===== src/rtl/smt_pkg.sv =====
package smt_pkg;

  typedef enum logic {
    LVL_LOW  = 1'b0,
    LVL_HIGH = 1'b1
  } smt_lvl_e;

  // Number of serial bits in a word for the chosen mode.
  function automatic int unsigned smt_frame_bits(input logic nine, input int unsigned dw);
    return nine ? dw + 1 : dw;
  endfunction

endpackage


===== src/rtl/smt_baud.sv =====
module smt_baud #(
  parameter int unsigned DIV_W = 8
) (
  input  logic             clk,
  input  logic             rst_n,
  input  logic             run,
  input  logic [DIV_W-1:0] divisor,
  output logic             tick
);

  logic [DIV_W-1:0] cnt_q, cnt_d;

  always_comb begin
    tick  = run && (cnt_q == divisor);
    cnt_d = (!run || tick) ? '0 : cnt_q + 1'b1;
  end

  always_ff @(posedge clk or negedge rst_n) begin
    if (!rst_n) cnt_q <= '0;
    else        cnt_q <= cnt_d;
  end

endmodule


===== src/rtl/smt_shifter.sv =====
module smt_shifter
  import smt_pkg::*;
#(
  parameter int unsigned DATA_W = 8
) (
  input  logic              clk,
  input  logic              rst_n,
  input  logic              tick,
  input  logic              rx_hold,
  input  logic              tx_clear,
  input  logic              hold_full,
  input  logic [DATA_W-1:0] hold_word,
  input  logic              nine_mode,
  input  logic              bit9,
  output logic              load,
  output logic              sclk,
  output logic              sdat,
  output logic              shift_empty
);

  localparam int unsigned FRAME_W = DATA_W + 1;
  localparam int unsigned CNT_W   = $clog2(FRAME_W + 1);

  logic [FRAME_W-1:0] sh_q, sh_d;
  logic [CNT_W-1:0]   left_q, left_d;
  smt_lvl_e           lvl_q, lvl_d;
  logic               bit_q, bit_d;
  logic               empty_q, empty_d;

  always_comb begin
    sh_d    = sh_q;
    left_d  = left_q;
    lvl_d   = lvl_q;
    bit_d   = bit_q;
    empty_d = empty_q;
    load    = 1'b0;
    if (rx_hold) begin
      // receive owns the line: drop the word, clock runs as receive clock
      empty_d = 1'b1;
      left_d  = '0;
      if (tick) lvl_d = (lvl_q == LVL_HIGH) ? LVL_LOW : LVL_HIGH;
    end else if (tx_clear) begin
      empty_d = 1'b1;
      left_d  = '0;
      lvl_d   = LVL_LOW;
    end else if (tick) begin
      if (lvl_q == LVL_LOW) begin
        if (!empty_q && (left_q != '0)) begin
          lvl_d  = LVL_HIGH;
          bit_d  = sh_q[0];
          sh_d   = {1'b0, sh_q[FRAME_W-1:1]};
          left_d = left_q - 1'b1;
        end else if (empty_q && hold_full) begin
          load = 1'b1;
        end
      end else begin
        lvl_d = LVL_LOW;
        if (!empty_q && (left_q == '0)) begin
          if (hold_full) load = 1'b1;
          else           empty_d = 1'b1;
        end
      end
    end
    if (load) begin
      sh_d    = {bit9 & nine_mode, hold_word};
      left_d  = CNT_W'(smt_frame_bits(nine_mode, DATA_W));
      empty_d = 1'b0;
    end
  end

  always_ff @(posedge clk or negedge rst_n) begin
    if (!rst_n) begin
      sh_q    <= '0;
      left_q  <= '0;
      lvl_q   <= LVL_LOW;
      bit_q   <= 1'b0;
      empty_q <= 1'b1;
    end else begin
      sh_q    <= sh_d;
      left_q  <= left_d;
      lvl_q   <= lvl_d;
      bit_q   <= bit_d;
      empty_q <= empty_d;
    end
  end

  assign sclk        = (lvl_q == LVL_HIGH);
  assign sdat        = bit_q;
  assign shift_empty = empty_q;

  AST_RISE_ON_TICK: assert property (@(posedge clk) disable iff (!rst_n)
    $rose(sclk) |-> $past(tick));

  AST_RISE_CARRIES_DATA: assert property (@(posedge clk) disable iff (!rst_n)
    $rose(sclk) && $past(!rx_hold && !tx_clear) |-> !$past(empty_q));

  AST_CLEAR_EMPTIES: assert property (@(posedge clk) disable iff (!rst_n)
    tx_clear && !rx_hold |=> shift_empty);

endmodule


===== src/rtl/sync_master_tx.sv =====
module sync_master_tx
  import smt_pkg::*;
#(
  parameter int unsigned DATA_W = 8,
  parameter int unsigned DIV_W  = 8
) (
  input  logic              clk,
  input  logic              rst_n,
  input  logic              port_en,
  input  logic              master_en,
  input  logic              tx_en,
  input  logic              rx_cont_en,
  input  logic              rx_single_req,
  input  logic              rx_word_done,
  input  logic              nine_mode,
  input  logic              bit9,
  input  logic [DIV_W-1:0]  divisor,
  input  logic              wr_stb,
  input  logic [DATA_W-1:0] wr_word,
  output logic              hold_empty,
  output logic              shift_empty,
  output logic              rx_single_busy,
  output logic              sclk_o,
  output logic              sclk_oe,
  output logic              sdat_o,
  output logic              sdat_oe
);

  logic [DATA_W-1:0] hold_q, hold_d;
  logic              hold_empty_q, hold_empty_d;
  logic              single_q, single_d;
  logic              rx_any, run, rx_hold, tx_clear;
  logic              tick, load, sclk_int, sdat_int, shift_empty_int;

  always_comb begin
    rx_any   = rx_cont_en | single_q;
    run      = port_en & (tx_en | rx_any);
    rx_hold  = port_en & rx_any;
    tx_clear = ~port_en | ~tx_en | ~master_en;

    hold_d       = hold_q;
    hold_empty_d = hold_empty_q;
    if (wr_stb) begin
      hold_d       = wr_word;
      hold_empty_d = 1'b0;
    end else if (load) begin
      hold_empty_d = 1'b1;
    end

    single_d = single_q;
    if (!port_en)                      single_d = 1'b0;
    else if (single_q && rx_word_done) single_d = 1'b0;
    else if (rx_single_req)            single_d = 1'b1;
  end

  always_ff @(posedge clk or negedge rst_n) begin
    if (!rst_n) begin
      hold_q       <= '0;
      hold_empty_q <= 1'b1;
      single_q     <= 1'b0;
    end else begin
      hold_q       <= hold_d;
      hold_empty_q <= hold_empty_d;
      single_q     <= single_d;
    end
  end

  smt_baud #(.DIV_W(DIV_W)) u_baud (
    .clk     (clk),
    .rst_n   (rst_n),
    .run     (run),
    .divisor (divisor),
    .tick    (tick)
  );

  smt_shifter #(.DATA_W(DATA_W)) u_shift (
    .clk         (clk),
    .rst_n       (rst_n),
    .tick        (tick),
    .rx_hold     (rx_hold),
    .tx_clear    (tx_clear),
    .hold_full   (~hold_empty_q),
    .hold_word   (hold_q),
    .nine_mode   (nine_mode),
    .bit9        (bit9),
    .load        (load),
    .sclk        (sclk_int),
    .sdat        (sdat_int),
    .shift_empty (shift_empty_int)
  );

  assign hold_empty     = hold_empty_q;
  assign shift_empty    = shift_empty_int;
  assign rx_single_busy = single_q;
  assign sclk_o         = sclk_int;
  assign sdat_o         = sdat_int;
  assign sclk_oe        = port_en & master_en & (tx_en | rx_any);
  assign sdat_oe        = port_en & master_en & tx_en & ~rx_any;

  AST_LOAD_NEEDS_DATA: assert property (@(posedge clk) disable iff (!rst_n)
    load |-> !hold_empty_q);

  AST_HOLD_SET_BY_LOAD: assert property (@(posedge clk) disable iff (!rst_n)
    $rose(hold_empty_q) |-> $past(load));

  AST_SINGLE_SELF_CLR: assert property (@(posedge clk) disable iff (!rst_n)
    single_q && rx_word_done |=> !single_q);

endmodule


===== config.mk =====
export PLATFORM = sky130hd
export DESIGN_NAME = sync_master_tx
export DESIGN_NICKNAME = d
export VERILOG_FILES = /design/src/rtl/smt_pkg.sv /design/src/rtl/smt_baud.sv /design/src/rtl/smt_shifter.sv /design/src/rtl/sync_master_tx.sv
export SDC_FILE = /design/constraint.sdc
export NUM_CORES = 1
export LEC_CHECK = 0
export BUFFER_PORTS_ARGS = -buffer_cell sky130_fd_sc_hd__buf_4
export CORE_ASPECT_RATIO = 1.1
export CORE_MARGIN = 5
export CORE_UTILIZATION = 50
export DETAILED_ROUTE_END_ITERATION = 7
export MAX_ROUTING_LAYER = met4
export PLACE_DENSITY_LB_ADDON = 0.2
export SLEW_MARGIN = 20
export SYNTH_ARGS = -nofsm -noshare
export SYNTH_HDL_FRONTEND = slang
export SYNTH_HIERARCHICAL = 1
export SYNTH_SLANG_ARGS = --single-unit

===== constraint.sdc =====
create_clock -name clk -period 3.3 [get_ports clk]
set_input_delay 0.33 -clock clk [delete_from_list [all_inputs] [get_ports clk]]
set_output_delay 0.33 -clock clk [all_outputs]
set_load 0.05 [all_outputs]

==> summary.md <==
| Metric | Value |
|---|---|
| Clk sinks | 34 |
| I/O Buffers | 33 |
| Boundary pin count | 34 |
| FP Rows | 24 |
| Compound-gate portion of the synthesized area | about a fifth |
| Die X | 71.27 µm |
| Clk_lat worst skew | 290 ps |
| Htree depth | 2 |
| Total track usage | 17.42% |
| Largest net degree at the start of global routing | 35 |
| FF-to-FF Start | u_baud/cnt_q[5] |
| Initial Util | 51.69% |
| Number of global-route vias before repair | 1696 |
| Die area | 0.005516 mm² |
| Total Routed Length | 4441 µm |
| Status | complete, no violations |
| Primary FF master, synth | dfrtp_1 |
| PwrDens | 374.7 mW/mm² |
| Vias | 1699 |
| Worst R2R End | u_shift/sh_q[6] |
| Synth top area share | between 30% and 40% |
| Synth Warn # | 6 |
| Core ar. | approximately 0.0040 mm² |
| Worst Reg-to-Reg Cells | 9 |
| Main combinational cell family by area after synthesis | simple AND/OR/NAND/NOR gates |
| Drt first pass iters | 4 |
| Clock slew at reported path FFs | 70 ps |
| Hold Slack | 266.4 ps |
| Number of max-cap violations | 0 |
| Max-Slew Margin vs Limit | 51.20% |
| Achievable Freq | 379.6 MHz |
| Final Hold Viols | 0 |
| Final #Nets | about 280 |
| Mapped Area | between 0.002 and 0.0025 mm² |
| Ys async rst share | 100.0% |
| Antenna violations before repair | 0 |
| Syn Inst Count | between 200 and 250 |
| Critical Path End | u_shift/sh_q[6] |
| Unrepaired setup endpoints after global routing | no |
| Worst setup startpoint | u_baud/cnt_q[5] |
| Post-CTS Setup Repair Bufs | 0 |
| Type of element capturing the critical path | register |
| CP Class | register to register |
| Root Driver | clkbuf_8 |
| Peak supply drop | 0.2668 mV |
| Residual DRC | 0 |
| GP Congestion | 0.8069 |
| Worst path required time | roughly 3400 ps |
| Vert. Die Dim | 77.40 µm |
| Synth top area cells | dfrtp_1, mux2_4, o22ai_1 |
| Arrival @ worst endpoint | 2780 ps |
| Worst slew pin tran | about 730 ps |
| Syn-to-layout area delta | 18.61% |
| Antenna-violating nets left | 0 |
| First-pass GRT wire length | 7652 µm |
| Post-synthesis simple-gate area fraction | 20.42% |
| Grt ovf | 0 |
| Clk buf depth | 2 |
| # diodes | 0 |
| Layout Skew | 4.081 ps |
| Post-Synthesis Net Count | 242 |
| Slew Limit Fails | 0 |
| DP HPWL | between 3000 and 4000 µm |
| Share of cells above drive strength 1 | 26.32% |
| Unique masters post-synth | 48 |
| Post-synthesis area per instance | just under 10 µm² |
| Synth Area in Adders | 1.818% |
| Leak | roughly 1.1 nW |
| FF+latch count, synth | 34 |
| EDFF count, synth | 0 |
| Part of the Yosys area used for sequential elements | 41.33% |
| CTS tree | done |
| Post-synth top area cell | dfrtp_1 |
| Crit Path Max Fanout | 9 |
| Worst reg2reg setup slack | ~670 ps |
| Post-synthesis xor/xnor area fraction | roughly 5.8% |
| Period minus WS final | 2634 ps |
| CTS Buf Count | 5 |
| Startpoint Class | register |
| DR iter-0 viols | 130 |
| Final Cycle Share | 79.82% |
| Mux cell area share after synthesis | 6.848% |
| Setup TNS | 0 ps |
| Fillers | 378 |
| Worst Hold Class | input pin to register |
| Final setup viols | 0 |
| Vias per Instance | 5.682 |
| Routed length per instance | around 15 µm |
-- cell usage after synthesis, types with 2 or more instances --
cell type,instances
nor4_2,3
inv_1,7
o22ai_1,17
nand3_1,5
a211oi_1,5
o21ai_0,4
xor2_2,2
o31ai_1,8
and2_1,8
mux2_4,8
nor2b_1,2
nor3_1,5
ha_1,3
nor2_1,23
dfrtp_1,32
o21a_1,2
a21oi_1,10
or3_1,3
nand2_1,18
a221oi_1,3
and3_1,2
dfstp_2,2
xor2_1,9
buf_2,5
buf_6,3
-- critical path, cell delays in order, from the launching register on --
cell      delay [ps]
dfrtp_1          440
xor2_1           180
nor4_2           270
buf_4            200
and3_1           300
nor4bb_1         460
nand2_2          230
o22ai_1          170
and2_1           170
o31ai_2           70
-- through the flow --
step	util (%)	instances	total power [W]	area [µm²]	worst slack (ps)
floorplan	-	212	0.0004978	2064	838.5
global placement	58.33	290	0.0005451	2330	722.8
detailed placement	58.33	290	0.0005465	2330	711.6
CTS	61.31	299	0.0009308	2449	683.4
global route	61.31	299	0.0009619	2449	492.0
finish	61.31	299	0.0009174	2449	665.9
-- cell usage in the layout (no fill, tap or decap), types with 2 or more instances in the layout --
cell      count
nor3_1        5
dfrtp_1      32
buf_4        36
nand3_1       5
and3_1        2
nand2_1      18
o31ai_1       8
o21a_1        2
nor2_1       23
xor2_1        9
xor2_2        2
nor4_2        3
clkinv_2      2
nor2b_1       2
dfstp_2       2
inv_1         7
o22ai_1      17
ha_1          3
o21ai_0       4
a211oi_1      5
mux2_4        8
clkbuf_8      5
and2_1        8
a21oi_1      10
or3_1         3
a221oi_1      3
-- cells by family after synthesis --
group | count (synthesis)
and+or+nand+nor | 78
AOI/OAI and AO/OA | 58
DFF | 34
buffers and inverters | 17
xor gates and xnor gates | 12
muxes | 10
adders and majority gates | 3
-- routing by layer --
layer  track usage, %  part of all wire, %  vias to the layer above
li1                 -                    -                      835
met1            20.54                   43                      818
met2            29.04                   50                       40
met3            4.522                  5.4                        6
met4            5.263                  1.1                        0
met5                -                    0                        -
-- final cells by class --
cell class	instances	area, µm²	share of cell area (%)
Tap cell	52	65.06	2.657
Clock buffer	5	68.82	2.810
Inverter	7	26.28	1.073
Timing Repair Buffer	37	280.3	11.45
Sequential cell	34	853.3	34.85
Clock inverter	3	40.04	1.635
Multi-Input combinational cell	161	1115	45.53
-- state kept, by name (all words and copies together) (netlist names) --
register             count
u_shift/sh_q             9
hold_q                   8
u_baud/cnt_q             8
u_shift/left_q           4
hold_empty               1
rx_single_busy           1
u_shift/sclk             1
u_shift/sdat             1
u_shift/shift_empty      1
-- worst min-delay path by stage --
stage,startpoint,end,slack (ps),depth (start not counted)
2_1_floorplan,rst_n,hold_q[0],30,0
3_3_place_gp,rst_n,u_shift/left_q[2],310,1
3_5_place_dp,rst_n,u_shift/left_q[2],310,1
4_1_cts,wr_word[0],hold_q[0],260,2
5_1_grt,wr_word[0],hold_q[0],250,2
6_report,wr_word[0],hold_q[0],270,2
-- timing repair --
item / 4_1_cts / 5_1_grt
endpoints found under the hold margin: 16 / 0
resized for setup: 0 / 0
hold buffers: 1 / 0
-- power breakdown --
part           switching, W  total (W)  internal, W
Clock              0.000157   0.000380     0.000222
Combinational     0.0000428  0.0000931    0.0000503
Sequential        0.0000143   0.000445     0.000430
Note: power is estimated with default switching activity, not from simulation.
